## src/rtl/keyseq_pkg.sv

```systemverilog
`timescale 1ns/1ps
package keyseq_pkg;
  localparam int KEY_W    = 8;
  localparam int NUM_KEYS = 7;
  localparam int STEP_W   = $clog2(NUM_KEYS);
  localparam int FILT_W   = 3;
  localparam int CTRL_WORD = 8;   // byte 0x20
  localparam int FILT_WORD = 11;  // byte 0x2C

  // key i lives at word i+1 (byte 4*(i+1)); order is the unlock order
  function automatic logic [KEY_W-1:0] key_magic(input int idx);
    case (idx)
      0:       return 8'hC6;
      1:       return 8'h9A;
      2:       return 8'h59;
      3:       return 8'hA3;
      4:       return 8'h57;
      5:       return 8'h67;
      default: return 8'hD2;
    endcase
  endfunction
endpackage

```

## src/rtl/key_seq.sv

```systemverilog
`timescale 1ns/1ps
module key_seq
  import keyseq_pkg::*;
(
  input  logic                clk_i,
  input  logic                rst_ni,
  input  logic                wr_en_i,
  input  logic [NUM_KEYS-1:0] key_hit_i,
  input  logic [KEY_W-1:0]    wdata_i,
  output logic                unlocked_o
);
  logic [STEP_W-1:0] step_q;
  logic match, first_ok, any_key;

  always_comb begin
    match = 1'b0;
    for (int i = 0; i < NUM_KEYS; i++)
      if (step_q == STEP_W'(i) && key_hit_i[i] && wdata_i == key_magic(i)) match = 1'b1;
  end
  assign first_ok = key_hit_i[0] && (wdata_i == key_magic(0));
  assign any_key  = |key_hit_i;

  always_ff @(posedge clk_i or negedge rst_ni) begin
    if (!rst_ni) begin
      step_q     <= '0;
      unlocked_o <= 1'b0;
    end else if (!unlocked_o && wr_en_i && any_key) begin
      if (match) begin
        if (step_q == STEP_W'(NUM_KEYS-1)) begin
          unlocked_o <= 1'b1;
          step_q     <= '0;
        end else begin
          step_q <= step_q + 1'b1;
        end
      end else begin
        step_q <= first_ok ? STEP_W'(1) : '0;
      end
    end
  end

  AST_STEP_BOUND: assert property (@(posedge clk_i) disable iff (!rst_ni)
    step_q < STEP_W'(NUM_KEYS));
  AST_BAD_KEY_RESTART: assert property (@(posedge clk_i) disable iff (!rst_ni)
    (!unlocked_o && wr_en_i && any_key && !match) |=> (step_q <= STEP_W'(1) && !unlocked_o));
  AST_QUIET_HOLD: assert property (@(posedge clk_i) disable iff (!rst_ni)
    !(wr_en_i && any_key) |=> $stable(step_q));
  AST_UNLOCK_STICKY: assert property (@(posedge clk_i) disable iff (!rst_ni)
    unlocked_o |=> unlocked_o);
endmodule

```

## src/rtl/key_regs.sv

```systemverilog
`timescale 1ns/1ps
module key_regs
  import keyseq_pkg::*;
(
  input  logic                clk_i,
  input  logic                rst_ni,
  input  logic                wr_en_i,
  input  logic [NUM_KEYS-1:0] key_hit_i,
  input  logic [KEY_W-1:0]    wdata_i,
  input  logic [NUM_KEYS-1:0] rd_hit_i,
  output logic [KEY_W-1:0]    rd_data_o,
  output logic                pwr_ok_o
);
  logic [KEY_W-1:0] key_q [NUM_KEYS];

  for (genvar g = 0; g < NUM_KEYS; g++) begin : g_key
    always_ff @(posedge clk_i or negedge rst_ni) begin
      if (!rst_ni)                     key_q[g] <= '0;
      else if (wr_en_i && key_hit_i[g]) key_q[g] <= wdata_i;
    end

    AST_KEY_CAPTURE: assert property (@(posedge clk_i) disable iff (!rst_ni)
      (wr_en_i && key_hit_i[g]) |=> (key_q[g] == $past(wdata_i)));
  end

  always_comb begin
    rd_data_o = '0;
    for (int i = 0; i < NUM_KEYS; i++)
      if (rd_hit_i[i]) rd_data_o = key_q[i];
  end

  assign pwr_ok_o = (key_q[0] == key_magic(0)) && (key_q[1] == key_magic(1));
endmodule

```

## src/rtl/ctrl_regs.sv

```systemverilog
`timescale 1ns/1ps
module ctrl_regs
  import keyseq_pkg::*;
(
  input  logic              clk_i,
  input  logic              rst_ni,
  input  logic              unlocked_i,
  input  logic              ctrl_we_i,
  input  logic              filt_we_i,
  input  logic              stop_d_i,
  input  logic [FILT_W-1:0] filt_d_i,
  output logic              stop_o,
  output logic [FILT_W-1:0] filt_o,
  output logic              run_o
);
  always_ff @(posedge clk_i or negedge rst_ni) begin
    if (!rst_ni) begin
      stop_o <= 1'b1;
      filt_o <= '1;
    end else if (unlocked_i) begin
      if (ctrl_we_i) stop_o <= stop_d_i;
      if (filt_we_i) filt_o <= filt_d_i;
    end
  end

  assign run_o = unlocked_i && !stop_o && (filt_o == '0);

  AST_LOCKED_CFG_HOLD: assert property (@(posedge clk_i) disable iff (!rst_ni)
    !unlocked_i |=> ($stable(stop_o) && $stable(filt_o)));
  AST_STOP_CLEAR_NEEDS_UNLOCK: assert property (@(posedge clk_i) disable iff (!rst_ni)
    !stop_o |-> unlocked_i);
endmodule

```

## src/rtl/unlock_key_seq.sv

```systemverilog
`timescale 1ns/1ps
module unlock_key_seq
  import keyseq_pkg::*;
#(
  parameter int ADDR_W = 8
) (
  input  logic              clk_i,
  input  logic              rst_ni,
  input  logic              wr_en_i,
  input  logic [ADDR_W-1:0] addr_i,
  input  logic [KEY_W-1:0]  wdata_i,
  input  logic [ADDR_W-1:0] rd_addr_i,
  output logic [KEY_W-1:0]  rd_data_o,
  output logic              unlocked_o,
  output logic              pwr_ok_o,
  output logic              run_o
);
  localparam int WORD_W = ADDR_W - 2;

  logic [WORD_W-1:0]   wr_word, rd_word;
  logic                wr_align, rd_align;
  logic [NUM_KEYS-1:0] key_hit, rd_hit;
  logic                ctrl_we, filt_we, stop_q;
  logic [FILT_W-1:0]   filt_q;
  logic [KEY_W-1:0]    key_rd;

  assign wr_word  = addr_i[ADDR_W-1:2];
  assign rd_word  = rd_addr_i[ADDR_W-1:2];
  assign wr_align = (addr_i[1:0] == 2'b00);
  assign rd_align = (rd_addr_i[1:0] == 2'b00);

  for (genvar g = 0; g < NUM_KEYS; g++) begin : g_dec
    assign key_hit[g] = wr_align && (wr_word == WORD_W'(g + 1));
    assign rd_hit[g]  = rd_align && (rd_word == WORD_W'(g + 1));
  end

  assign ctrl_we = wr_en_i && wr_align && (wr_word == WORD_W'(CTRL_WORD));
  assign filt_we = wr_en_i && wr_align && (wr_word == WORD_W'(FILT_WORD));

  key_seq u_seq (
    .clk_i, .rst_ni, .wr_en_i,
    .key_hit_i (key_hit),
    .wdata_i,
    .unlocked_o
  );

  key_regs u_keys (
    .clk_i, .rst_ni, .wr_en_i,
    .key_hit_i (key_hit),
    .wdata_i,
    .rd_hit_i  (rd_hit),
    .rd_data_o (key_rd),
    .pwr_ok_o
  );

  ctrl_regs u_cfg (
    .clk_i, .rst_ni,
    .unlocked_i (unlocked_o),
    .ctrl_we_i  (ctrl_we),
    .filt_we_i  (filt_we),
    .stop_d_i   (wdata_i[0]),
    .filt_d_i   (wdata_i[FILT_W-1:0]),
    .stop_o     (stop_q),
    .filt_o     (filt_q),
    .run_o
  );

  always_comb begin
    if (|rd_hit)                                          rd_data_o = key_rd;
    else if (rd_align && rd_word == WORD_W'(CTRL_WORD))   rd_data_o = KEY_W'(stop_q);
    else if (rd_align && rd_word == WORD_W'(FILT_WORD))   rd_data_o = KEY_W'(filt_q);
    else                                                  rd_data_o = '0;
  end

  AST_RUN_NEEDS_UNLOCK: assert property (@(posedge clk_i) disable iff (!rst_ni)
    run_o |-> (unlocked_o && rd_hit == '0 ? 1'b1 : unlocked_o));
endmodule

```

## config.mk

```make
export PLATFORM = sky130hd
export DESIGN_NAME = unlock_key_seq
export DESIGN_NICKNAME = d
export VERILOG_FILES = /design/src/rtl/keyseq_pkg.sv /design/src/rtl/key_seq.sv /design/src/rtl/key_regs.sv /design/src/rtl/ctrl_regs.sv /design/src/rtl/unlock_key_seq.sv
export SDC_FILE = /design/constraint.sdc
export NUM_CORES = 1
export LEC_CHECK = 0
export BUFFER_PORTS_ARGS = -buffer_cell sky130_fd_sc_hd__buf_2
export CORE_ASPECT_RATIO = 1.75
export CORE_MARGIN = 5
export CORE_UTILIZATION = 59
export DETAILED_ROUTE_END_ITERATION = 16
export HOLD_SLACK_MARGIN = 0.02
export PLACE_DENSITY = 0.8
export SYNTH_ARGS = -nofsm -noshare
export SYNTH_HDL_FRONTEND = slang
export SYNTH_SLANG_ARGS = --single-unit
```

## constraint.sdc

```tcl
create_clock -name clk_i -period 1.9 [get_ports clk_i]
set_input_delay 0.095 -clock clk_i [delete_from_list [all_inputs] [get_ports clk_i]]
set_output_delay 0.095 -clock clk_i [all_outputs]
set_load 0.01 [all_outputs]
```

# Word level (Yosys, flattened, before mapping)
# Index checks and enable logic that the tools add are counted.
# word_totals
ff_bits,64
input_bits,27
output_inout_bits,11
elab_cells,122
# classes
add_sub_neg,1
n_eq_ne,33
mux,20
reduce_logical,57
# ops
op,n
8-bit two-way mux,8
"6-bit by 3-bit == test with 1-bit output, second input constant",8
"8-bit == test, second input constant",6
1-bit logical AND,46
"6-bit by 2-bit == test with 1-bit output, second input constant",4
"6-bit by 4-bit == test with 1-bit output, second input constant",4
"8-bit by 7-bit == test with 1-bit output, second input constant",3
7-bit OR reduction,2
"6-bit by 1-bit == test with 1-bit output, second input constant",2
3-bit two-way mux,4
"3-bit == test, second input constant",3
1-bit two-way mux,8
"3-bit by 2-bit == test with 1-bit output, second input constant",2
3-bit logical NOT,2
2-bit logical NOT,2
2-bit AND reduction,2
"3-bit by 1-bit adder with 3-bit output, second input constant",1
"3-bit by 1-bit == test with 1-bit output, second input constant",1
3-bit AND reduction,1
1-bit logical NOT,2

# Longest topological paths before layout
# Gate-level depths: netlist (run 1).
# logic_depth
depth_word,12
depth_mapped,7
ltp_nobuf,7

# Cells and area by module
# Synthesis (run 1) repeated with hierarchy kept, for this count alone.
# unflattened
hier_cells,310
area_unflattened_um2,3557.2
# by_module_without_submodules
module,n_inst,cells_each,area_each_um2,seq_area_each_um2
key_regs,1,199,2578.7,1401.3
key_seq,1,52,499.2,100.1
unlock_key_seq,1,47,294.0,0.0
ctrl_regs,1,12,185.2,105.1

# Least setup slack after synthesis (run 1)
# Ideal clock, no wire load.
# synth_path
kind,input to register
startpoint,input port addr_i[1]
endpoint,register u_keys.key_q[24] (netlist bit)
setup_time_ns,0.125
arrival_time_ns,1.670
required_ns,1.775
slack_ns,0.106
stages,6
path_buffers,1
path_cell_list,or4_1 nor2_1 buf_4 nand3_4 nor3_4 mux2_2
# synth_via
elab_chain_len,3
# synth_lines
item,line_no,text
start: declaration,unlock_key_seq.sv:10,"input logic [ADDR_W-1:0] addr_i,"
2-bit logical NOT,unlock_key_seq.sv:29,assign wr_align = (addr_i[1:0] == 2'b00);
1-bit logical AND,unlock_key_seq.sv:33,assign key_hit[g] = wr_align && (wr_word == WORD_W'(g + 1));
1-bit logical AND,key_regs.sv:19,else if (wr_en_i && key_hit_i[g]) key_q[g] <= wdata_i;
end signal: indexed assignment,key_regs.sv:19,
end: declaration,key_regs.sv:14,logic [KEY_W-1:0] key_q [NUM_KEYS];
# Every way passes these cells.
# A chain may end at the register's enable or synchronous reset.

# Final worst setup path (run 1)
# layout_path
startpoint,register u_keys.key_q[24] (netlist bit)
endpoint,output port rd_data_o[0]
# layout_via
elab_chain_len,5
# layout_lines
item,line_no,text
8-bit two-way mux (4 in a row),key_regs.sv:29,if (rd_hit_i[i]) rd_data_o = key_q[i];
8-bit two-way mux,unlock_key_seq.sv:69,if (|rd_hit) rd_data_o = key_rd;
end: declaration,unlock_key_seq.sv:13,"output logic [KEY_W-1:0] rd_data_o,"
# Every way passes these cells.

==> results of run 1 <==
[flip-flops by register name, indices dropped and copies added (netlist names)]
name / flops
u_cfg.stop_o: 1
u_keys.key_q: 56
u_cfg.filt_o: 3
u_seq.unlocked_o: 1
u_seq.step_q: 3
[per-layer routing]
layer / share of wire (%) / global-route usage, % / up-vias
li1: - / - / 1222
met1: 36 / 26.5 / 1355
met2: 55 / 43.5 / 112
met3: 4.6 / 5.07 / 35
met4: 4.3 / 12.5 / 0
met5: 0 / 0 / -
[through the flow]
step / setup WS, ns / setup TNS, ns
after floorplan: 0.106 / 0
after global placement: -0.0345 / -0.287
after detailed placement: -0.0545 / -0.788
after CTS: 0.0916 / 0
after global routing: 0.00488 / 0
final: 0.0929 / 0
[critical path: stages (launching register included)]
cell     delay, ns
dfrtp_1       0.40
mux4_2        0.46
nor2_1        0.10
nor3_1        0.06
a31oi_1       0.15
nor2b_1       0.07
buf_2         0.14
[logic make-up (layout without fill, tap and decap cells)]
group	Yosys count	count (layout)	synth area share (%)
adder cells (fa/ha/maj)	1	1	0.362
AND/OR/NAND/NOR	88	88	16.2
AO/OA/AOI/OAI	40	40	8.00
flip-flops	64	64	46.5
buffers and inverters	28	87	3.26
multiplexers	73	73	25.7
[cells in the mapped netlist, types with 6 or more instances]
library cell / n / area [um^2]
inv_1: 8 / 30.0
mux4_2: 6 / 135
clkbuf_1: 16 / 60.1
dfrtp_1: 60 / 1500
a21oi_1: 8 / 40.0
mux2_2: 65 / 732
o21ai_0: 8 / 40.0
nor2b_1: 7 / 43.8
nor2_1: 14 / 52.6
nand3_1: 6 / 30.0
nand2_1: 10 / 37.5
nand4_1: 10 / 62.6
[report_power, final]
part           switching [W]  internal [W]  total [W]  leakage, nW
Clock               0.000494      0.000454   0.000948       0.0854
Sequential         0.0000479       0.00143    0.00148        0.866
Combinational       0.000191      0.000162   0.000353        0.951
Total               0.000733       0.00205    0.00278         1.90
[area by class of cell]
type	instances	area (um^2)	share of cell area, %
clock buffer	10	128	3.16
timing repair buffer	64	415	10.3
tap	78	97.6	2.42
inverter	8	30.0	0.743
multi-input combinational	202	1740	43.0
clock inverter	5	25.0	0.620
sequential	64	1610	39.8
[worst max-delay path by stage]
| stage | end | slack (ns) |
|---|---|---|
| floorplan | u_keys.key_q[24]$_DFFE_PN0P_ | 0.11 |
| global placement | u_keys.key_q[43]$_DFFE_PN0P_ | -0.03 |
| detailed placement | u_keys.key_q[41]$_DFFE_PN0P_ | -0.05 |
| CTS | rd_data_o[0] | 0.09 |
| global route | u_seq.step_q[1]$_DFFE_PN0P_ | 0.005 |
| finish | rd_data_o[0] | 0.09 |
[timing repair]
action / in CTS / in global routing
endpoints found under the setup margin: 0 / 0
hold buffers: 1 / 0
hold endpoints to repair: 60 / 0
gates resized for setup: 0 / 0
==> flow_summary.yaml, run 1 <==
floorplan:
  die-width_um: 67.9
  die_area_mm2: 0.00755
  die_y_um: 111
  coreArea_mm2: 0.00579
  initial_core_util_pct: 59.7
  rows: 37
  io-pin-count: 38
power_and_ir_drop:
  p_total_w: 0.00278
  p_leak_nw: 1.90
  pwr_density_cell_mw_per_mm2: 688
  vdd_ir_drop_max_uv: 473
placement:
  globalplace.congestion: 1.00
  dpl_cell_area_mm2: 0.00388
  dpl.hpwl_mm: 6.26
  io_buffers: 37
  dp_cells: 415
clock_tree:
  clk_path_buf_depth: 2
  cts.sinks: 64
  clkTransAtPathRegs_ns: 0.07
  cts_tree: "done"
  post-cts-setup-buffers: 0
  htree_levels: 3
  cts_buffers: 9
  root_buffer: "clkbuf_8"
  insertion_delay_ns: 0.34
timing:
  grt_setup_unrepaired: "no"
  hold_viol: 0
  finalWorstPathRequiredPeriod_ns: 1.81
  fmaxAchievable_mhz: 553
  slew_headroom_pct: 72.8
  finalSetupViolCount: 0
  period_share_pct: 95.1
  holdWs_ns: 0.141
  worstMarginPinSlew_ns: 0.405
  drv_slew: 0
  clock_skew_ns: 0.00555
critical_path:
  rrSetupSlack_ns: 0.19
  reg2reg_to: "u_seq.step_q[2]$_DFFE_PN0P_"
  worstSetupPathType: "reg2out"
  start_kind: "flip-flop"
  cp.required_ns: 1.80
  reg2reg_depth: 6
  r2r-start: "u_seq.step_q[1]$_DFFE_PN0P_"
  end_kind: "primary output"
  worstPathMaxFanout: 2
  cp.arrival_ns: 1.71
  crit_path_start: "u_keys.key_q[24]$_DFFE_PN0P_"
global_route:
  grt_first_pass_wirelength_mm: 13.8
  grt_max_degree: 65
  grt_use_total_pct: 24.7
  antenna_found_initial: 0
  grt.overflow.total: 0
  grt_pass1_vias: 2929
yosys:
  synth.distinct_cells: 49
  ys_seq_area_share_pct: 46.5
  synth-async-reset-ratio_pct: 100
  avgSynthCellArea_um2: 11.8
  ys_ff_latch: 64
  synthFlopType: "dfrtp_1"
  syn_nets: 322
  synth_edf_count: 0
  ys_warn_count: 0
  synth_area_mm2: 0.00346
  syn_inst: 294
finish:
  drive_above_1_share_pct: 44.8
  final_common_cell: "mux2_2"
  fin_cells: 431
  final_cell_mix: "mux2_2 (65), dfrtp_1 (60), buf_2 (37)"
  n_antenna_cell: 0
  syn_to_final_growth_pct: 16.9
  fillCellCount: 445
  design_area_mm2: 0.00404
  nets: 377
  final_core_util_pct: 69.8
worst_hold_path:
  min_path_cells: 3
  min_to: "u_cfg.stop_o$_DFFE_PN1P_"
  hold_path.class: "in2reg"
  hp-start: "addr_i[5]"
drt:
  vias: 2724
  drtIter0Drc: 203
  drtAntennaViolNets: 0
  routedWlPerCell_um: 19.7
  viasPerCell: 6.32
  drcViolationCount: 0
  wl_mm: 8.49
  first_pass_iters: 4
flow_run:
  cap_violations: 0
outcome:
  status: "complete, no violations"
Power figures use the tool's default switching activity.
==> run 2: changes to the inputs <==
--- a/config.mk
+++ b/config.mk
@@ -12,6 +12,8 @@
 export DETAILED_ROUTE_END_ITERATION = 16
 export HOLD_SLACK_MARGIN = 0.02
 export PLACE_DENSITY = 0.8
+export RECOVER_POWER = 100
 export SYNTH_ARGS = -nofsm -noshare
 export SYNTH_HDL_FRONTEND = slang
+export SYNTH_HIERARCHICAL = 1
 export SYNTH_SLANG_ARGS = --single-unit
==> run 2 against run 1 <==
Against the previous run: the flow now finishes with violations (capacitance limit, slew limit, setup timing); clock-buffer cell count shrank 1; critical endpoint is now rd_data_o[1]; synthesized area grew 2.9%; final cell count increased by 11%; die area is 2.6% higher; critical path type is now in2out; fmax fell by 15%; critical path depth rose by 5; core utilization rose by 7.5 points; clock skew down 0.0029 ns; clock power increased by 35%; via count grew 12%.
==> flow_summary.yaml, run 2 <==
outcome:
  status: "complete, but fails checks"
  violations: "capacitance limit, slew limit, setup timing"
timing:
  slew_headroom_pct: -2.49
  finalSetupViolCount: 11
  period_share_pct: 112
  hold_viol: 0
  setup_slack_ns: -0.229
  fmaxAchievable_mhz: 470
  finalWorstPathRequiredPeriod_ns: 2.13
  grt_setup_unrepaired: "yes"
  worstMarginPinSlew_ns: 1.54
  clock_skew_ns: 0.00267
  setup-tns-final_ns: -1.43
  drv_slew: 65
floorplan:
  rows: 37
  initial_core_util_pct: 60.5
  die-width_um: 68.7
  die_y_um: 113
  coreArea_mm2: 0.00588
  io-pin-count: 38
  die_area_mm2: 0.00774
yosys:
  synthFlopType: "dfrtp_1"
  ys_warn_count: 6
  netlist_top_cells_count: "dfrtp_1 (60), mux2_2 (57), nand2_1 (19), nor2_1 (16), o21ai_0 (12)"
  ys_seq_area_share_pct: 45.2
  yosysTopAreaCell: "dfrtp_1"
  synth-async-reset-ratio_pct: 100
  avgSynthCellArea_um2: 11.5
  syn_nets: 338
  synthTopCellsByArea: "dfrtp_1 (42%), mux2_2 (18%), dfstp_2 (3.0%)"
  synth_edf_count: 0
  synth_area_mm2: 0.00356
  syn_inst: 310
  synth.distinct_cells: 58
  yosys.area.top_type_share_pct: 42.2
  ys_ff_latch: 64
  synth_most_common_cell: "dfrtp_1"
drt:
  drtAntennaViolNets: 0
  first_pass_iters: 4
  drcViolationCount: 0
  wl_mm: 10.4
  routedWlPerCell_um: 21.7
  viasPerCell: 6.37
  drtIter0Drc: 235
  vias: 3052
finish:
  n_antenna_cell: 0
  design_area_mm2: 0.00454
  final_common_cell: "dfrtp_1"
  drive_above_1_share_pct: 50.1
  regMostFlops: "u_keys/key_q"
  largest_reg_flops: 56
  final_cell_mix: "dfrtp_1 (60), mux2_2 (56), buf_2 (31)"
  syn_to_final_growth_pct: 27.7
  fillCellCount: 393
  reg.largest.list: "u_keys/key_q (56), u_cfg/filt_o (3), u_seq/step_q (3)"
  multi_input_area_mm2: 0.00197
  seq_area_mm2: 0.00161
  nets: 424
critical_path:
  cp.required_ns: 1.80
  cp.arrival_ns: 2.03
  worstSetupPathType: "in2out"
  worstPathMaxFanout: 6
  start_kind: "input pin"
  end_kind: "primary output"
clock_tree:
  cts_buffers: 9
  root_buffer: "clkbuf_8"
  cts_tree: "done"
  clk_path_buf_depth: 2
  insertion_delay_ns: 0.34
  cts.sinks: 64
  htree_levels: 3
  clkTransAtPathRegs_ns: 0.07
flow_run:
  cap_violations: 1
power_and_ir_drop:
  pwr_density_cell_mw_per_mm2: 664
  vdd_ir_drop_max_uv: 512
  p_leak_nw: 2.09
global_route:
  grt_first_pass_wirelength_mm: 16.2
  grt_use_total_pct: 28.7
  grt_pass1_vias: 3152
  grt.overflow.total: 0
  antenna_found_initial: 0
  grt_max_degree: 65
placement:
  dpl.hpwl_mm: 6.78
  dpl_cell_area_mm2: 0.00417
  io_buffers: 37
  globalplace.congestion: 0.870
worst_hold_path:
  hold_path.class: "in2reg"
run 2: cell types whose count changed after synthesis, sizes merged, moves of 5 or more:
cell    previous run  this run
a221oi             1         8
and2               2         7
clkbuf            16         4
mux2              65        60
mux4               6         0
nand2             10        21
nand3              7         2
nand3b             0         5
nand4             10         1
nor2b              7         2
nor3               4        11
o21ai              8        18
run 2: kinds of logic (layout without fill, tap and decap cells):
kind of cell | after synthesis | in the layout | synth area share [%]
flip-flops | 64 | 64 | 45.2
AO/OA/AOI/OAI | 64 | 64 | 14.6
buffers and inverters | 22 | 113 | 2.95
AND/OR/NAND/NOR | 99 | 99 | 17.6
multiplexers | 60 | 60 | 19.3
adder cells (fa/ha/maj) | 1 | 1 | 0.352
run 2: timing repair:
action,CTS,global route
endpoints found under the setup margin,8,11
endpoints found under the hold margin,60,0
gates cloned,1,0
pin swaps,15,10
hold buffers,1,0
resized for setup,32,18
buffers inserted,3,0
run 2: metal layers:
layer	GRT usage [%]	up-vias	wire length [um]
li1	-	1354	-
met1	32.9	1536	3870
met2	48.4	111	5470
met3	6.16	51	453
met4	15.0	0	583
met5	0	-	0
run 2: per-stage QoR:
stage | util [%] | total power [W] | std cells | setup slack [ns] | hold slack (ns)
6_report | 77.3 | 0.00302 | 479 | -0.229 | 0.141
5_1_grt | 77.3 | 0.00312 | 479 | -0.338 | 0.147
4_1_cts | 77.3 | 0.00303 | 479 | -0.146 | 0.129
3_5_place_dp | 70.8 | 0.00174 | 458 | -0.322 | 0.130
3_3_place_gp | 70.8 | 0.00173 | 458 | -0.304 | 0.128
2_1_floorplan | - | 0.00158 | 310 | -0.00714 | -0.201
run 2: layout make-up:
type                            count  area share, %
Clock buffer                        9           2.73
Clock inverter                      7           2.12
Inverter                           11          0.909
Multi-Input combinational cell    224           43.3
Sequential cell                    64           35.4
Tap cell                           78           2.15
Timing Repair Buffer               86           13.4
run 2: power breakdown:
group	internal [W]	total, W	switching, W
Combinational	0.000115	0.000261	0.000146
Clock	0.000737	0.00128	0.000546
Sequential	0.00143	0.00147	0.0000456
Total	0.00228	0.00302	0.000738
run 2: critical path, stage by stage:
cell	delay [ns]
buf_6	0.10
nor4_4	0.27
buf_4	0.18
nand2b_4	0.07
nor3_4	0.18
nor2b_4	0.09
a221o_1	0.32
a221oi_2	0.29
o21ai_1	0.09
a22o_1	0.21
buf_2	0.13
run 2: worst paths after layout:
check | start | endpoint | slack (ns) | cells after the start
hold reg to reg | u_keys/key_q[38]$_DFFE_PN0P_ | u_keys/key_q[38]$_DFFE_PN0P_ | 0.51 | 1
hold / removal | wdata_i[3] | u_keys/key_q[19]$_DFFE_PN0P_ | 0.14 | 2
setup reg to reg | u_seq/step_q[2]$_DFFE_PN0P_ | u_seq/step_q[2]$_DFFE_PN0P_ | 0.06 | 5
setup / recovery | rd_addr_i[6] | rd_data_o[1] | -0.23 | 11
min in group asynchronous | rst_ni | u_seq/unlocked_o$_DFFE_PN0P_ | 0.75 | 3
max in group asynchronous | rst_ni | u_keys/key_q[38]$_DFFE_PN0P_ | 0.23 | 3
==> run 3: changes to the inputs <==
--- a/config.mk
+++ b/config.mk
@@ -7,10 +7,11 @@
 export LEC_CHECK = 0
 export BUFFER_PORTS_ARGS = -buffer_cell sky130_fd_sc_hd__buf_2
 export CORE_ASPECT_RATIO = 1.75
-export CORE_MARGIN = 5
+export CORE_MARGIN = 1.5
 export CORE_UTILIZATION = 59
 export DETAILED_ROUTE_END_ITERATION = 16
 export HOLD_SLACK_MARGIN = 0.02
+export MAX_ROUTING_LAYER = met4
 export PLACE_DENSITY = 0.8
 export RECOVER_POWER = 100
 export SYNTH_ARGS = -nofsm -noshare
==> run 3 against run 2 <==
Against the previous run: clock-buffer cell count up 4; the flow still finishes with violations (capacitance limit, slew limit, setup timing); non-clock buffer count did not move; die area decreased by 16%; clock power hardly changed; critical endpoint is now rd_data_o[7].
==> flow_summary.yaml, run 3 (same netlist as run 2, synthesis figures left out) <==
finish:
  reg.largest.list: "u_keys/key_q (56), u_cfg/filt_o (3), u_seq/step_q (3)"
  final_cell_mix: "dfrtp_1 (60), mux2_2 (57), buf_4 (38)"
  largest_reg_flops: 56
  seq_area_mm2: 0.00161
  n_antenna_cell: 0
  multi_input_area_mm2: 0.00199
  drive_above_1_share_pct: 49.6
  regMostFlops: "u_keys/key_q"
  nets: 424
  fillCellCount: 374
  syn_to_final_growth_pct: 27.3
  design_area_mm2: 0.00453
  final_common_cell: "dfrtp_1"
timing:
  hold_viol: 0
  fmaxAchievable_mhz: 475
  setup_slack_ns: -0.207
  drv_slew: 65
  finalWorstPathRequiredPeriod_ns: 2.11
  slew_headroom_pct: -3.88
  period_share_pct: 111
  worstMarginPinSlew_ns: 1.56
  setup-tns-final_ns: -1.54
  clock_skew_ns: 0.00490
  finalSetupViolCount: 11
  holdWs_ns: 0.102
  grt_setup_unrepaired: "yes"
critical_path:
  crit_slowest_cell: "nor4_4"
  r2r-start: "u_seq/step_q[1]$_DFFE_PN0P_"
  cp.required_ns: 1.80
  worstPathMaxFanout: 6
  critPathMaxStageDelay_ns: 0.28
  start_kind: "input pin"
  reg2reg_to: "u_seq/unlocked_o$_DFFE_PN0P_"
  end_kind: "primary output"
  path_delay_family: "simple AND/OR/NAND/NOR gates"
  rrSetupSlack_ns: 0.10
  crit_chain: "buf_8 -> nor4_4 -> nand2b_1 -> buf_6 -> nor3_4 -> nor2b_4 -> a221o_1 -> a221oi_2 -> o21ai_1 -> and2_1 -> buf_2"
  reg2reg_depth: 7
  cp.arrival_ns: 2.01
  worstSetupPathType: "in2out"
  critPathBufInv: 3
clock_tree:
  clk_path_buf_depth: 2
  insertion_delay_ns: 0.35
  cts_tree: "done"
  cts.sinks: 64
  cts_buffers: 9
  root_buffer: "clkbuf_8"
  htree_levels: 3
  clkTransAtPathRegs_ns: 0.07
placement:
  dpl_cell_area_mm2: 0.00412
  dpl.hpwl_mm: 6.70
  dpl_worst_slack_ns: -0.365
  globalplace.congestion: 0.886
  io_buffers: 37
worst_hold_path:
  hold_path.class: "in2reg"
  min_to: "u_keys/key_q[10]$_DFFE_PN0P_"
  min_path_cells: 2
  hp-start: "wdata_i[2]"
power_and_ir_drop:
  pwr_density_cell_mw_per_mm2: 673
  vdd_ir_drop_max_uv: 523
  p_leak_nw: 2.10
global_route:
  grt_max_degree: 65
  antenna_found_initial: 0
  grt.overflow.total: 0
  grt_pass1_vias: 3148
  grt_use_total_pct: 34.8
  grt_first_pass_wirelength_mm: 15.9
drt:
  first_pass_iters: 4
  drtIter0Drc: 223
  wl_mm: 10.3
  routedWlPerCell_um: 21.6
  drtAntennaViolNets: 0
  vias: 3032
  viasPerCell: 6.33
  drcViolationCount: 0
flow_run:
  cap_violations: 1
floorplan:
  die-width_um: 61.7
  io-pin-count: 38
  coreArea_mm2: 0.00583
  die_y_um: 106
  die_area_mm2: 0.00652
  rows: 37
  initial_core_util_pct: 61.0
outcome:
  status: "complete, but fails checks"
  violations: "capacitance limit, slew limit, setup timing"
==> run 3: cell types whose count changed in the layout (fill, tap and decap cells not counted), moves of 2 or more <==
cell        change
o21ai_0         +3
a22oi_1         -2
o21ai_1         -2
clkbuf_8        +2
buf_6           -7
nor2_1          +2
buf_4           +8
clkinvlp_4      -3
a22oi_2         +2
clkbuf_4        -2
clkbuf_1        +4
==> run 3: timing repair <==
action / 4_1_cts / 5_1_grt
hold buffers: 1 / 0
gates cloned: 2 / 0
gates resized for setup: 27 / 19
endpoints found under the hold margin: 60 / 0
setup buffers: 5 / 2
endpoints found under the setup margin: 8 / 11
pin swaps: 7 / 7
==> run 3: area by class of cell <==
cell class,count,share of cell area (%)
clock buffers,13,3.51
flip-flops and latches,64,35.5
well taps,78,2.15
repair buffers,86,12.6
clock inverters,3,1.44
inverters,11,0.912
multi-input cells,224,43.9
==> run 3: layer usage <==
layer	GRT usage [%]	wire (um)	vias to the layer above
met5	-	0	-
met4	21.0	707	0
met3	8.22	523	50
met2	54.4	5460	145
met1	38.7	3640	1491
li1	-	-	1346
==> run 3: how the worst max path moves through the flow <==
stage                       startpoint                      endpoint  slack (ns)  cells past startpoint
after floorplan              addr_i[6]   u_seq/step_q[0]$_DFFE_PN0P_      -0.007                      7
after global placement       addr_i[6]  u_seq/unlocked_o$_DFFE_PN0P_       -0.36                      8
after detailed placement     addr_i[6]  u_seq/unlocked_o$_DFFE_PN0P_       -0.36                      8
after CTS                 rd_addr_i[1]                  rd_data_o[3]       -0.12                     10
after global routing      rd_addr_i[1]                  rd_data_o[6]       -0.39                     12
final                     rd_addr_i[1]                  rd_data_o[7]       -0.21                     11
==> run 3: power by group <==
part / internal, W / total (W) / switching (W)
Clock: 0.000809 / 0.00131 / 0.000506
Sequential: 0.00143 / 0.00147 / 0.0000450
Combinational: 0.000119 / 0.000262 / 0.000143
==> run 3: metrics by stage <==
stage	total power, W	util (%)	std cells
after floorplan	0.00158	-	310
after global placement	0.00173	70.5	453
after detailed placement	0.00174	70.5	453
after CTS	0.00305	77.2	477
after global routing	0.00315	77.6	479
final	0.00305	77.6	479
==> run 3: worst reg2reg max path: cells and delay by family, from the launching register on <==
kind,cells,cell delay [ns]
AO/OA/AOI/OAI,2,0.69
flip-flops,1,0.35
AND/OR/NAND/NOR,3,0.33
buffers and inverters,1,0.16
adder cells (fa/ha/maj),1,0.16
